**config.mk**
```make
export PLATFORM = sky130hd
export DESIGN_NAME = irq_vec_encoder
export DESIGN_NICKNAME = d
export VERILOG_FILES = /design/src/rtl/irq_vec_pkg.sv /design/src/rtl/irq_lowest_first.sv /design/src/rtl/irq_pend_bank.sv /design/src/rtl/irq_mask_regs.sv /design/src/rtl/irq_vec_encoder.sv
export SDC_FILE = /design/constraint.sdc
export NUM_CORES = 1
export LEC_CHECK = 0
export BUFFER_PORTS_ARGS = -buffer_cell sky130_fd_sc_hd__buf_2
export CORE_ASPECT_RATIO = 0.6
export CORE_MARGIN = 1.5
export CORE_UTILIZATION = 54
export CTS_BUF_LIST = sky130_fd_sc_hd__clkbuf_4 sky130_fd_sc_hd__clkbuf_8 sky130_fd_sc_hd__clkbuf_16
export DETAILED_ROUTE_END_ITERATION = 6
export PLACE_DENSITY_LB_ADDON = 0.05
export REMOVE_ABC_BUFFERS = 1
export SLEW_MARGIN = 20
export SYNTH_ARGS = -nofsm -noshare
export SYNTH_HDL_FRONTEND = slang
export SYNTH_SLANG_ARGS = --single-unit
```
**constraint.sdc**
```tcl
create_clock -name clk -period 2 [get_ports clk]
set_input_delay 0.6 -clock clk [delete_from_list [all_inputs] [get_ports clk]]
set_output_delay 0.6 -clock clk [all_outputs]
set_load 0.02 [all_outputs]
```
**src/rtl/irq_vec_pkg.sv**
```systemverilog
package irq_vec_pkg;
  typedef enum logic [1:0] {
    SEL_MASK = 2'd0,
    SEL_VEC  = 2'd1,
    SEL_SRC  = 2'd2,
    SEL_NONE = 2'd3
  } rd_sel_e;
endpackage

```
**src/rtl/irq_lowest_first.sv**
```systemverilog
module irq_lowest_first #(
  parameter int W  = 16,
  parameter int IW = (W > 1) ? $clog2(W) : 1
) (
  input  logic [W-1:0]  vec,
  output logic          found,
  output logic [IW-1:0] idx
);
  always_comb begin
    found = 1'b0;
    idx   = '0;
    for (int i = W - 1; i >= 0; i--) begin
      if (vec[i]) begin
        found = 1'b1;
        idx   = IW'(i);
      end
    end
  end
endmodule

```
**src/rtl/irq_pend_bank.sv**
```systemverilog
module irq_pend_bank #(
  parameter int N = 16
) (
  input  logic         clk,
  input  logic         rst,
  input  logic [N-1:0] req,
  input  logic         ack_lo,
  input  logic         ack_hi,
  output logic [N-1:0] pend
);
  localparam int H = N / 2;

  logic [N-1:0] req_d;
  logic [N-1:0] rise;
  logic [N-1:0] clr;

  assign rise = req & ~req_d;
  assign clr  = {{(N - H){ack_hi}}, {H{ack_lo}}};

  always_ff @(posedge clk) begin
    if (rst) begin
      req_d <= '0;
      pend  <= '0;
    end else begin
      req_d <= req;
      pend  <= (pend & ~clr) | rise;
    end
  end

  AST_ACK_LO_CLEARS: assert property (@(posedge clk) disable iff (rst)
    ack_lo |=> ((pend[H-1:0] & ~$past(rise[H-1:0])) == '0));
  AST_ACK_HI_CLEARS: assert property (@(posedge clk) disable iff (rst)
    ack_hi |=> ((pend[N-1:H] & ~$past(rise[N-1:H])) == '0));
  AST_PEND_HOLD: assert property (@(posedge clk) disable iff (rst)
    (!ack_lo && !ack_hi) |=> ((pend & $past(pend)) == $past(pend)));
  AST_SET_ON_EDGE_ONLY: assert property (@(posedge clk) disable iff (rst)
    1'b1 |=> ((pend & ~$past(pend) & ~$past(req & ~req_d)) == '0));
endmodule

```
**src/rtl/irq_mask_regs.sv**
```systemverilog
module irq_mask_regs #(
  parameter int N = 16,
  parameter int H = N / 2
) (
  input  logic         clk,
  input  logic         rst,
  input  logic         we,
  input  logic         sel_hi,
  input  logic [H-1:0] wdata,
  output logic [N-1:0] mask
);
  for (genvar g = 0; g < 2; g++) begin : g_half
    always_ff @(posedge clk) begin
      if (rst) begin
        mask[g*H +: H] <= '1;
      end else if (we && (sel_hi == 1'(g))) begin
        mask[g*H +: H] <= ~wdata;
      end
    end
  end

  AST_LO_MASK_INV: assert property (@(posedge clk) disable iff (rst)
    (we && !sel_hi) |=> (mask[H-1:0] == ~$past(wdata)) &&
                        (mask[N-1:H] == $past(mask[N-1:H])));
  AST_HI_MASK_INV: assert property (@(posedge clk) disable iff (rst)
    (we && sel_hi) |=> (mask[N-1:H] == ~$past(wdata)) &&
                       (mask[H-1:0] == $past(mask[H-1:0])));
endmodule

```
**src/rtl/irq_vec_encoder.sv**
```systemverilog
module irq_vec_encoder #(
  parameter int N_LINES = 16,
  parameter int N_SRC   = 15,
  parameter int DATA_W  = 16,
  parameter int HALF_W  = N_LINES / 2
) (
  input  logic               clk,
  input  logic               rst,
  input  logic [N_LINES-1:0] req,
  input  logic [N_SRC-1:0]   src_req,
  input  logic               wr_en,
  input  logic               wr_hi,
  input  logic               wr_off,
  input  logic [HALF_W-1:0]  wr_data,
  input  logic               rd_en,
  input  logic [1:0]         rd_sel,
  output logic [DATA_W-1:0]  rd_data,
  output logic               rd_valid,
  output logic               irq_o
);
  import irq_vec_pkg::*;

  localparam int LIW = $clog2(N_LINES);
  localparam int SIW = $clog2(N_SRC);

  logic [N_LINES-1:0] pend;
  logic [N_LINES-1:0] mask;
  logic [N_LINES-1:0] active;
  logic [N_SRC-1:0]   src_q;
  logic               vec_found;
  logic [LIW-1:0]     vec_idx;
  logic               src_found;
  logic [SIW-1:0]     src_idx;
  logic [DATA_W-1:0]  src_code;
  logic [DATA_W-1:0]  rd_next;
  logic               ack_lo;
  logic               ack_hi;

  assign ack_lo = wr_en && !wr_off && !wr_hi;
  assign ack_hi = wr_en && !wr_off &&  wr_hi;
  assign active = pend & mask;

  irq_pend_bank #(.N(N_LINES)) u_pend (
    .clk(clk), .rst(rst), .req(req),
    .ack_lo(ack_lo), .ack_hi(ack_hi), .pend(pend)
  );

  irq_mask_regs #(.N(N_LINES), .H(HALF_W)) u_mask (
    .clk(clk), .rst(rst), .we(wr_en && wr_off),
    .sel_hi(wr_hi), .wdata(wr_data), .mask(mask)
  );

  irq_lowest_first #(.W(N_LINES), .IW(LIW)) u_vec_enc (
    .vec(active), .found(vec_found), .idx(vec_idx)
  );

  irq_lowest_first #(.W(N_SRC), .IW(SIW)) u_src_enc (
    .vec(src_q), .found(src_found), .idx(src_idx)
  );

  assign src_code = src_found ? DATA_W'((32'(src_idx) + 32'd1) << 2) : '0;

  always_comb begin
    case (rd_sel_e'(rd_sel))
      SEL_MASK: rd_next = DATA_W'(mask);
      SEL_VEC:  rd_next = vec_found ? DATA_W'(vec_idx) : '0;
      SEL_SRC:  rd_next = src_code;
      default:  rd_next = '0;
    endcase
  end

  always_ff @(posedge clk) begin
    if (rst) begin
      src_q    <= '0;
      rd_data  <= '0;
      rd_valid <= 1'b0;
      irq_o    <= 1'b0;
    end else begin
      src_q    <= src_req;
      rd_valid <= rd_en;
      irq_o    <= |active;
      if (rd_en) rd_data <= rd_next;
    end
  end

  AST_IRQ_SUMMARY: assert property (@(posedge clk) disable iff (rst)
    1'b1 |=> (irq_o == |$past(pend & mask)));
  AST_RD_VALID_NEXT: assert property (@(posedge clk) disable iff (rst)
    rd_en |=> rd_valid);
  AST_SRC_ZERO_CODE: assert property (@(posedge clk) disable iff (rst)
    (rd_en && rd_sel == 2'd2 && src_q == '0) |=> (rd_data == '0));
endmodule

```
Yosys cells after proc, flatten, opt, wreduce, memory -nomap -nowiden --
Index checks and enable logic that the tools add are counted.
Storage, ports and cells: register bits after elaboration 81, input bits 47, output and inout port bits 18
Cells by class: add/subtract/negate cells 1, equality and inequality tests 2, multiplexer cells 65, bitwise gates (word level) 8, reduce and logical (&&, ||, !) cells 10
Operators by type and width (count):
- 4-bit two-way mux | 32
- 16-bit bitwise AND | 3
- 16-bit case mux with 3 select lines | 1
- 16-bit inverter | 2
- 1-bit two-way mux | 31
- 16-bit OR | 1
- 16-bit OR reduction | 1
- 8-bit inverter | 1
- 7-bit two-way mux | 1
- 1-bit logical AND | 6
- 4-bit by 1-bit adder with 5-bit output (second input constant) | 1
- 2-bit by 1-bit == test with 1-bit output (second input constant) | 1
- 2-bit == test (second input constant) | 1
- 1-bit logical NOT | 2
- 2-bit logical NOT | 1
- 1-bit inverter | 1

Logic depth before layout (Yosys ltp) --
Gate-level depths: netlist (run 1).
word-level depth 19, mapped depth 10, gate-level depth less buffers 10

Modules after synthesis --
A second synthesis (run 1) with hierarchy kept.
Second synthesis, totals: cells, all modules 371, area total of the unflattened synthesis 3484.6 um^2
Modules (own cells, without submodules):
- irq_vec_encoder | times used 1, cells an instance 146, area each 1390.1 um^2, seq. area each 660.6 um^2
- irq_pend_bank | times used 1, cells an instance 99, area each 1094.8 um^2, seq. area each 640.6 um^2
- irq_mask_regs | times used 1, cells an instance 66, area each 660.6 um^2, seq. area each 320.3 um^2
- irq_lowest_first at u_vec_enc | times used 1, cells an instance 33, area each 178.9 um^2, seq. area each 0.0 um^2
- irq_lowest_first at u_src_enc | times used 1, cells an instance 27, area each 160.2 um^2, seq. area each 0.0 um^2

Worst setup path before layout (run 1) --
No wires, ideal clock.
path kind reg-to-reg, start register src_q[13], end register rd_data[4], data arrival time 1.721 ns, data required time 1.912 ns, setup slack 0.191 ns, cell stages (with the launch flop) 10, path buffers 0, period minus slack after synthesis 1.809 ns, path through dfxtp_1 > nor3b_1 > o31ai_1 > a211oi_1 > nor3_1 > nor3_1 > ha_1 > a21boi_0 > o21ai_1 > a311oi_2
On the way: word-level cells in the longest chain between the ends 17, elaborated cells on any way between the ends 31
RTL lines:
- start: declaration | RTL line irq_vec_encoder.sv:29 | logic [N_SRC-1:0] src_q;
- start signal: assignment | RTL line irq_vec_encoder.sv:79 | src_q <= src_req;
- 4-bit two-way mux (14 in series) | RTL line irq_lowest_first.sv:13 | if (vec[i]) begin
- 4-bit by 1-bit adder with 5-bit output | RTL line irq_vec_encoder.sv:61 | assign src_code = src_found ? DATA_W'((32'(src_idx) + 32'd1) << 2) : '0;
- 7-bit two-way mux * | RTL line irq_vec_encoder.sv:61
- 16-bit case mux with 3 select lines * | RTL line irq_vec_encoder.sv:64 | case (rd_sel_e'(rd_sel))
- end signal: assignment | RTL line irq_vec_encoder.sv:82 | if (rd_en) rd_data <= rd_next;
- end: declaration | RTL line irq_vec_encoder.sv:17 | output logic [DATA_W-1:0] rd_data,
Every way passes the cells marked *; elsewhere a longest branch is shown, timed or not. A chain may end at the register's enable or synchronous reset.

Worst setup path in the final report (run 1) --
start register src_q[12], end register rd_data[4]
On the way: word-level cells in the longest chain between the ends 16, elaborated cells on any way between the ends 29
RTL lines (RTL line):
- 4-bit two-way mux (13 in series) | irq_lowest_first.sv:13
- 4-bit by 1-bit adder with 5-bit output | irq_vec_encoder.sv:61
- 7-bit two-way mux * | irq_vec_encoder.sv:61
- 16-bit case mux with 3 select lines * | irq_vec_encoder.sv:64
Marks and branches as above.

==> results.json, run 1 <==
{
  "count_of_nets_after_finishing": 459,
  "grt_antenna_before_repair": 0,
  "violations": "negative setup slack",
  "status": "finished with violations",
  "clock-root-buffer": "clkbuf_8",
  "cts_tree": "built",
  "final_layout_size_suffix_gt1_frac": 0.267,
  "post-route-worst-setup-slack_ps": -148,
  "detail_route.wirelength_mm": 7.26,
  "rrSetupSlack_ps": -150,
  "holdCritPathClass": "primary input to register",
  "part_of_the_cycle_the_worst_path_needs": 1.07,
  "worst_clock_skew_ps": 5.94,
  "max-clock-path-buffers": 2,
  "fp.dieH_um": 62.1,
  "areaGrowthSynthToFinish_pct": 24.0,
  "buffer_ports.inserted": 64,
  "layout.cell_area.non_filler_um2": 3890,
  "gr-total-overflow": 0,
  "routed_length_per_instance_um": 14.6,
  "avgSynthCellArea_um2": 9.40,
  "clock.fmax_mhz": 466,
  "peakVddDrop_uv": 538,
  "setup_viol_count_final": 4,
  "grt_pass1_vias": 2245,
  "drt-vias-per-instance": 5.44,
  "place.detailed.instances": 474,
  "multi_input_area_um2": 1420,
  "report.final.slew_viol_count": 0,
  "drc": 0,
  "max_slew_margin": 0.513,
  "synth.yosys.warnings": 0,
  "stdcell_count": 496,
  "crit_path_start": "src_q[12]",
  "worst-slew-pin-transition_ps": 723,
  "critical_path_launch_point_type": "register",
  "holdWs_ps": 444,
  "r2r_start": "src_q[12]",
  "hold_viol": 0,
  "worstPathMaxFanout": 3,
  "chipWidth_um": 101,
  "num_rows": 21,
  "clk_pin_slew_ps": 80,
  "placer_congestion_estimate": 0.960,
  "fin_crit_ps": 2150,
  "ctsHoldBuffers": 0,
  "routed-via-count": 2699,
  "antenna_cells": 0,
  "crit-reg2reg-capture": "rd_data[4]",
  "count_of_mapped_cells_out_of_synthesis": 334,
  "drt_iter0_markers": 187,
  "clock_buffers_created_by_tritoncts": 9,
  "cts.sink_count": 81,
  "reg2reg_depth": 9,
  "drt_antenna_net_count": 0,
  "leakagePower_nw": 1.67,
  "rsz0062_at_grt": "yes",
  "setup.worst_path.end_class": "register",
  "post-layout-total-power_mw": 3.58,
  "pin_count_of_the_biggest_net_entering_global_routing": 33,
  "filler_cell_count": 473,
  "hpwl_reported_at_the_end_of_detailed_placement_mm": 5.20,
  "grt_pass1_wl_mm": 11.0,
  "max_cap_violations": 0,
  "firstDrtPassIters": 5,
  "seq_cells_post_synth": 81,
  "worst-endpoint-required_ps": 2280,
  "design.portCount": 65,
  "dpl_cell_area_um2": 3580,
  "register_area_um2": 1620,
  "p_per_area_nw_per_um2": 920,
  "grtUsageTotal": 0.240,
  "design.die.area_um2": 6290,
  "timing.critical_path.arrival_ps": 2420,
  "sequential_share_of_the_synthesized_area": 0.517,
  "clock_insertion_delay_worst_skew_ps": 360,
  "crit_path_end": "rd_data[4]",
  "number_of_distinct_standard_cells_referenced_by_the_synthesized_netlist": 39,
  "critPathKind": "register to register",
  "synthesis.area_um2": 3140,
  "cts_max_level": 3,
  "core_um2": 5600,
  "floorplan.initialDensity": 0.561
}
what timing repair did:
action	CTS	global route
gates resized for setup	1	10
gates cloned	0	0
endpoints found under the setup margin	2	4
pin swaps	1	6
buffers inserted	5	1
report_power, final:
| group | switching, mW | internal [mW] | leakage, nW |
|---|---|---|---|
| Combinational | 0.235 | 0.226 | 0.890 |
| Sequential | 0.0883 | 1.71 | 0.672 |
| Clock | 0.597 | 0.723 | 0.111 |
| Total | 0.920 | 2.66 | 1.67 |
sequential cells by signal, summed over array words and instances (netlist names):
name / flops
rd_data: 16
u_mask.mask: 16
u_pend.pend: 16
u_pend.req_d: 16
src_q: 15
irq_o: 1
rd_valid: 1
worst min-delay path by stage:
stage	startpoint	endpoint	slack, ps	cells after the start
floorplan	u_pend.req_d[10]	u_pend.pend[10]	450	2
global placement	u_pend.req_d[9]	u_pend.pend[9]	450	2
detailed placement	rd_data[10]	rd_data[10]	460	2
CTS	src_req[2]	src_q[2]	440	2
global route	src_req[1]	src_q[1]	440	2
finish	src_req[2]	src_q[2]	440	2
area by class of cell:
type / instances / share of cell area
flip-flops and latches: 81 / 0.417
multi-input cells: 216 / 0.365
well taps: 80 / 0.0257
clock inverters: 6 / 0.0231
inverters: 23 / 0.0222
clock buffers: 10 / 0.0338
repair buffers: 80 / 0.113
critical path: stages (launching register included):
cell      delay [ps]
dfxtp_2          340
nor3b_2          240
o31ai_2          100
a211oi_2         330
nor3_2            90
nor3_2           190
ha_2             220
a21boi_2         180
o21ai_1          110
a311oi_2         280
kinds of logic (layout without fill, tap and decap cells):
logic type | Yosys count | count (layout) | synth area share
simple gates | 123 | 123 | 0.210
compound gates | 92 | 92 | 0.225
buf+inv | 37 | 119 | 0.0443
fa+ha+maj | 1 | 1 | 0.00399
flops | 81 | 81 | 0.517
metal layers:
layer	GRT usage	vias to the layer above	share of wire
met5	0	-	0
met4	0.0833	0	0.011
li1	-	1345	-
met1	0.355	1230	0.51
met3	0.0794	10	0.090
met2	0.324	114	0.39
stage by stage:
step | setup slack (ps) | TNS, ps | util
after floorplan | 191 | 0 | -
after global placement | -21.6 | -21.6 | 0.640
after detailed placement | -86.2 | -106 | 0.640
after CTS | 0.719 | 0 | 0.687
after global routing | -234 | -621 | 0.696
final | -148 | -243 | 0.696
cells in the mapped netlist, drive strengths merged:
library cell,instances,share of area
dfxtp,81,0.52
nor2b,38,0.076
nor2,24,0.029
inv,23,0.028
a22o,22,0.061
nand2,18,0.022
a211o,16,0.045
a21oi,16,0.026
clkbuf,14,0.017
nand3,14,0.022
nand2b,12,0.024
a31oi,8,0.016
o21ai,6,0.0096
nor3,4,0.0064
a22oi,3,0.0072
a311oi,3,0.010
nor3b,3,0.0088
nor4,3,0.0060
o31ai,3,0.0072
a211oi,2,0.0048
a32o,2,0.0064
a41oi,2,0.0056
nand4,2,0.0040
o2111ai,2,0.0056
or4,2,0.0048
a21boi,1,0.0024
a221o,1,0.0032
a221oi,1,0.0048
a32oi,1,0.0028
and3b,1,0.0028
ha,1,0.0040
nor4b,1,0.0028
o21bai,1,0.0024
o221a,1,0.0036
o22ai,1,0.0020
or2,1,0.0020
cells in the final DEF (no fill, tap or decap), types with 2 or more instances in the layout:
cell / netlist / final
or4_1: 2 / 2
a31oi_1: 8 / 8
nand4_1: 2 / 2
nor2b_1: 38 / 38
a311oi_2: 1 / 2
nor4_1: 3 / 3
o31ai_1: 3 / 2
a22oi_1: 3 / 3
nor2_1: 24 / 24
bufinv_16: 0 / 2
a21oi_1: 16 / 16
nor3_2: 0 / 2
dfxtp_1: 81 / 80
o21ai_1: 2 / 2
buf_4: 0 / 16
nand2_1: 18 / 18
o21ai_0: 4 / 4
a32o_1: 2 / 2
nor3_1: 4 / 2
clkbuf_8: 0 / 9
nor3b_2: 1 / 2
nand2b_1: 12 / 12
a41oi_1: 2 / 2
buf_2: 0 / 64
inv_6: 0 / 2
nand3_1: 14 / 14
a211o_1: 16 / 16
a22o_1: 22 / 22
inv_1: 23 / 23
Note: power is estimated with default switching activity, not from simulation.
==> run 2, diff against run 1 <==
==> constraint.sdc (replaced) <==
create_clock -name clk -period 2 [get_ports clk]
set_input_delay 0.3 -clock clk [delete_from_list [all_inputs] [get_ports clk]]
set_output_delay 0.3 -clock clk [all_outputs]
set_load 0.02 [all_outputs]
==> run 2 against run 1 <==
The flow still finishes with violations (negative setup slack). Total power increased by 1.1%. Register-to-register slack better by 130 ps. Maximum frequency rose by 6.6%. Global-route usage up 0.25 points. Critical path type unchanged. Largest cell class unchanged. Highest routed layer unchanged.
==> results.json, run 2 (same netlist as run 1, synthesis figures left out) <==
{
  "status": "finished with violations",
  "violations": "negative setup slack",
  "clk_pin_slew_ps": 90,
  "crit-reg2reg-capture": "rd_data[4]",
  "fp.dieH_um": 62.1,
  "worst_path_dominant_cell_family": "compound AO/OA/AOI/OAI gates",
  "globalRouteMet3Util": 0.0794,
  "min-delay-start": "src_req[3]",
  "detail_route.wirelength_mm": 7.24,
  "part_of_the_cycle_the_worst_path_needs": 1.01,
  "clock_buffers_created_by_tritoncts": 9,
  "gr-total-overflow": 0,
  "holdPathStages": 2,
  "rsz0062_at_grt": "yes",
  "cellInternalPower_mw": 2.68,
  "hold_viol": 0,
  "global_route.usage.met1": 0.367,
  "cpMaxStageDelayCell": "dfxtp_1",
  "cts_max_level": 3,
  "worst_clock_skew_ps": 10.5,
  "worst-slew-pin-transition_ps": 630,
  "global_routing_met2_resource_utilization": 0.319,
  "buffer_ports.inserted": 64,
  "sequentialPowerShare": 0.498,
  "clock_insertion_delay_worst_skew_ps": 360,
  "layout.cell_area.non_filler_um2": 3830,
  "setup_viol_count_final": 1,
  "worstPathMaxFanout": 4,
  "post-route-worst-setup-slack_ps": -15.4,
  "cts.sink_count": 81,
  "reg2reg_depth": 9,
  "fin_crit_ps": 2020,
  "ctsHoldBuffers": 0,
  "rrSetupSlack_ps": -20,
  "antenna_cells": 0,
  "drt_antenna_net_count": 0,
  "clockPowerShare": 0.381,
  "leakagePower_nw": 1.64,
  "max_slew_margin": 0.577,
  "chipWidth_um": 101,
  "peakVddDrop_uv": 476,
  "areaGrowthSynthToFinish_pct": 22.2,
  "max_cap_violations": 0,
  "crit_path_max_incr_delay_ps": 420,
  "critPathKind": "register to register",
  "clock.fmax_mhz": 496,
  "final_layout_size_suffix_gt1_frac": 0.247,
  "timing.critical_path.arrival_ps": 2290,
  "crit_path_start": "src_q[4]",
  "routed-via-count": 2625,
  "holdCritPathClass": "primary input to register",
  "p_per_area_nw_per_um2": 944,
  "core_um2": 5600,
  "grt_pass1_wl_mm": 11.2,
  "path_cells": "inv_1 -> o21ai_0 -> a21oi_1 -> or2_2 -> ha_2 -> buf_4 -> nor3b_2 -> o21ai_1 -> a311oi_2",
  "drt_iter0_markers": 122,
  "clock-root-buffer": "clkbuf_8",
  "grt-busiest-layer": "met1",
  "grt_antenna_before_repair": 0,
  "layout.cells.most_common": "dfxtp_1",
  "design.portCount": 65,
  "design.die.area_um2": 6290,
  "final.setup.tns_ps": -15.4,
  "worst_min_delay_path_endpoint": "src_q[3]",
  "placer_congestion_estimate": 0.883,
  "comb_power_share": 0.121,
  "cts_tree": "built",
  "drt-vias-per-instance": 5.37,
  "grtUsageTotal": 0.242,
  "grt_pass1_vias": 2228,
  "firstDrtPassIters": 4,
  "r2r_start": "src_q[4]",
  "drc": 0,
  "routed_length_per_instance_um": 14.8,
  "net-switching-power_uw": 942,
  "count_of_nets_after_finishing": 452,
  "num_rows": 21,
  "dpl_cell_area_um2": 3570,
  "max-clock-path-buffers": 2,
  "worst-endpoint-required_ps": 2280,
  "switching_power_share_of_the_total": 0.260,
  "setup.worst_path.end_class": "register",
  "path_buf_inv": 2,
  "pin_count_of_the_biggest_net_entering_global_routing": 32,
  "top_library_cells_by_usage_in_the_layout_fill_and_taps_aside": "dfxtp_1 (80), buf_2 (64), nor2b_1 (38), nor2_1 (24), inv_1 (23)",
  "critical_path_launch_point_type": "register",
  "hpwl_reported_at_the_end_of_detailed_placement_mm": 5.24,
  "report.final.slew_viol_count": 0,
  "floorplan.initialDensity": 0.561
}
-- run 2: changes by cell type in the layout (fill, tap and decap cells not counted), sizes merged --
cell and change:
inv +1, clkinv -1, buf -7
-- run 2: power groups by stage --
| stage | registers, mW | clock network (mW) | logic [mW] |
|---|---|---|---|
| after CTS | 1.80 | 1.39 | 0.428 |
| after floorplan | 1.83 | 0 | 0.243 |
| after detailed placement | 1.83 | 0 | 0.423 |
| after global routing | 1.81 | 1.47 | 0.486 |
| after global placement | 1.83 | 0 | 0.412 |
| final | 1.80 | 1.38 | 0.437 |
-- run 2: worst max path at each step --
stage,cells after the start,end,slack (ps)
5_1_grt,9,rd_data[4],-130
2_1_floorplan,9,rd_data[4],190
3_3_place_gp,9,rd_data[4],20
3_5_place_dp,9,rd_data[4],-70
6_report,9,rd_data[4],-20
4_1_cts,9,rd_data[4],50
-- run 2: layer usage --
metal  up-vias  share of wire
li1       1332              -
met1      1184           0.51
met2       100           0.39
met3         9          0.089
met4         0         0.0066
met5         -              0
-- run 2: per-stage QoR --
step           power, mW  hold slack, ps  setup slack (ps)  cells   util
6_report            3.62             147             -15.4    489  0.685
5_1_grt             3.77             150              -126    489  0.685
3_3_place_gp        2.24             447              16.6    472  0.637
4_1_cts             3.61             136              52.1    488  0.681
3_5_place_dp        2.26             450             -73.7    472  0.637
2_1_floorplan       2.07             368               191    320      -
-- run 2: repair_timing --
item / 4_1_cts / 5_1_grt
resized for setup: 3 / 5
buffers inserted: 0 / 1
setup endpoints to repair: 2 / 2
pin swaps: 1 / 4
-- run 2: final cells by class --
| cell class | instances | area (um2) |
|---|---|---|
| flip-flops and latches | 81 | 1620 |
| clock buffers | 10 | 138 |
| inverters | 23 | 86.3 |
| well taps | 80 | 100 |
| multi-input cells | 216 | 1400 |
| repair buffers | 73 | 388 |
| clock inverters | 6 | 96.3 |
| fillers | 475 | 1760 |
==> run 3, diff against run 2 <==
CORE_MARGIN = 5   (was 1.5)
GPL_TIMING_DRIVEN = 0   (was not set)
==> run 3 against run 2 <==
Critical endpoint unchanged. Cell count shrank 1.6%. Clock skew is essentially flat. Non-clock buffer count shrank 8. Design area shrank 2.1%. The run now ends clean.
==> results.json, run 3 (same netlist as run 1, synthesis figures left out) <==
{
  "status": "finished, final reports clean",
  "cts.sink_count": 81,
  "hold_viol": 0,
  "worstPathMaxFanout": 3,
  "r2r_start": "src_q[14]",
  "critPathKind": "register to register",
  "cpMaxStageDelayCell": "dfxtp_2",
  "drt_antenna_net_count": 0,
  "peakVddDrop_uv": 391,
  "drc": 0,
  "antenna_cells": 0,
  "grtUsageTotal": 0.198,
  "firstDrtPassIters": 5,
  "fin_crit_ps": 1980,
  "chipWidth_um": 108,
  "crit_path_max_incr_delay_ps": 330,
  "routed_length_per_instance_um": 14.8,
  "setup.worst_path.end_class": "register",
  "clk_pin_slew_ps": 90,
  "design.die.area_um2": 7490,
  "reg2reg_depth": 10,
  "design.portCount": 65,
  "critPathMostFrequentCell": "nor3_1",
  "worst-slew-pin-transition_ps": 931,
  "rrSetupSlack_ps": 20,
  "detail_route.wirelength_mm": 7.12,
  "min-delay-start": "src_req[2]",
  "post-layout-total-power_mw": 3.38,
  "grt_pass1_vias": 2280,
  "clock_insertion_delay_worst_skew_ps": 360,
  "clockPowerShare": 0.342,
  "rsz0062_at_grt": "yes",
  "grt_pass1_wl_mm": 11.5,
  "core_um2": 5600,
  "crit-reg2reg-capture": "rd_data[4]",
  "max-clock-path-buffers": 2,
  "top_library_cells_by_usage_in_the_layout_fill_and_taps_aside": "dfxtp_1 (79), buf_2 (63), nor2b_1 (38), nor2_1 (24), inv_1 (23)",
  "switching_power_share_of_the_total": 0.289,
  "buffer_ports.inserted": 64,
  "ctsHoldBuffers": 0,
  "count_of_nets_after_finishing": 444,
  "layout.core_utilization": 0.671,
  "cts_tree": "built",
  "critical_path_launch_point_type": "register",
  "routed-via-count": 2630,
  "drt-vias-per-instance": 5.47,
  "clock_buffers_created_by_tritoncts": 9,
  "clock-root-buffer": "clkbuf_8",
  "worst_clock_skew_ps": 10.3,
  "layout.cells.most_common": "dfxtp_1",
  "path_cells": "nor3b_4 -> o31ai_2 -> a211oi_2 -> nor3_1 -> nor3_1 -> ha_2 -> buf_4 -> nor3b_2 -> o21ai_2 -> a311oi_2",
  "grt_antenna_before_repair": 0,
  "clock.fmax_mhz": 505,
  "max_cap_violations": 0,
  "fp.dieH_um": 69.1,
  "net-switching-power_uw": 977,
  "p_per_area_nw_per_um2": 900,
  "report.final.slew_viol_count": 0,
  "comb_power_share": 0.125,
  "part_of_the_cycle_the_worst_path_needs": 0.989,
  "placer_congestion_estimate": 0.807,
  "drt_iter0_markers": 176,
  "floorplan.initialDensity": 0.561,
  "pin_count_of_the_biggest_net_entering_global_routing": 67,
  "gr-total-overflow": 0,
  "hpwl_reported_at_the_end_of_detailed_placement_mm": 5.13,
  "timing.critical_path.arrival_ps": 2250,
  "worst_path_dominant_cell_family": "compound AO/OA/AOI/OAI gates",
  "setup_viol_count_final": 0,
  "worst_min_delay_path_endpoint": "src_q[2]",
  "path_buf_inv": 1,
  "num_rows": 21,
  "holdPathStages": 2,
  "max_slew_margin": 0.377,
  "worst-endpoint-required_ps": 2270,
  "cts_max_level": 3,
  "holdCritPathClass": "primary input to register",
  "cellInternalPower_mw": 2.40,
  "sequentialPowerShare": 0.533,
  "areaGrowthSynthToFinish_pct": 19.6,
  "holdWs_ps": 138,
  "final_layout_size_suffix_gt1_frac": 0.239,
  "leakagePower_nw": 1.58
}
[run 3: cell count changes in the layout (fill, tap and decap cells not counted), sizes merged]
| cell | previous run | this run |
|---|---|---|
| buf | 73 | 65 |
| bufinv | 2 | 0 |
| inv | 26 | 28 |
| clkbuf | 10 | 9 |
| clkinv | 0 | 1 |
[run 3: worst max-delay path by stage]
stage | from | endpoint | slack (ps) | cells past startpoint
after floorplan | src_q[13] | rd_data[4] | 190 | 9
after global placement | src_q[13] | rd_data[4] | -100 | 9
after detailed placement | src_q[14] | rd_data[4] | -100 | 9
after CTS | src_q[14] | rd_data[4] | 20 | 10
after global routing | src_q[14] | rd_data[4] | -140 | 10
final | src_q[14] | rd_data[4] | 20 | 10
[run 3: layout make-up]
cell class,instances,area (um2)
Fill cell,495,1840
Tap cell,80,100
Clock inverter,7,70.1
Inverter,23,86.3
Multi-Input combinational cell,216,1420
Clock buffer,9,124
Sequential cell,81,1620
Timing Repair Buffer,65,330
[run 3: metrics by stage]
stage          TNS, ps  setup WS [ps]  instance area, um2  cells
2_1_floorplan        0            191                3090    320
4_1_cts              0           16.3                3730    481
3_5_place_dp      -529           -102                3510    464
5_1_grt           -264           -139                3750    481
6_report             0           21.7                3750    481
3_3_place_gp      -191           -102                3510    464
[run 3: power by group through the flow]
stage	logic, mW	clock network, mW	registers (mW)
2_1_floorplan	0.243	0	1.83
3_3_place_gp	0.399	0	1.83
3_5_place_dp	0.410	0	1.83
4_1_cts	0.419	1.18	1.80
5_1_grt	0.473	1.24	1.81
6_report	0.423	1.15	1.80
[run 3: metal layers]
layer / track usage / up-vias / share of wire
met4: 0.0672 / 0 / 0.013
met2: 0.250 / 98 / 0.38
met5: 0 / - / 0
met1: 0.310 / 1190 / 0.53
met3: 0.0634 / 11 / 0.081
li1: - / 1331 / -
[run 3: timing repair]
item                       CTS  global route
pin swaps                    3             0
setup buffers                1             0
setup endpoints to repair    2             2
gates resized for setup      8             6
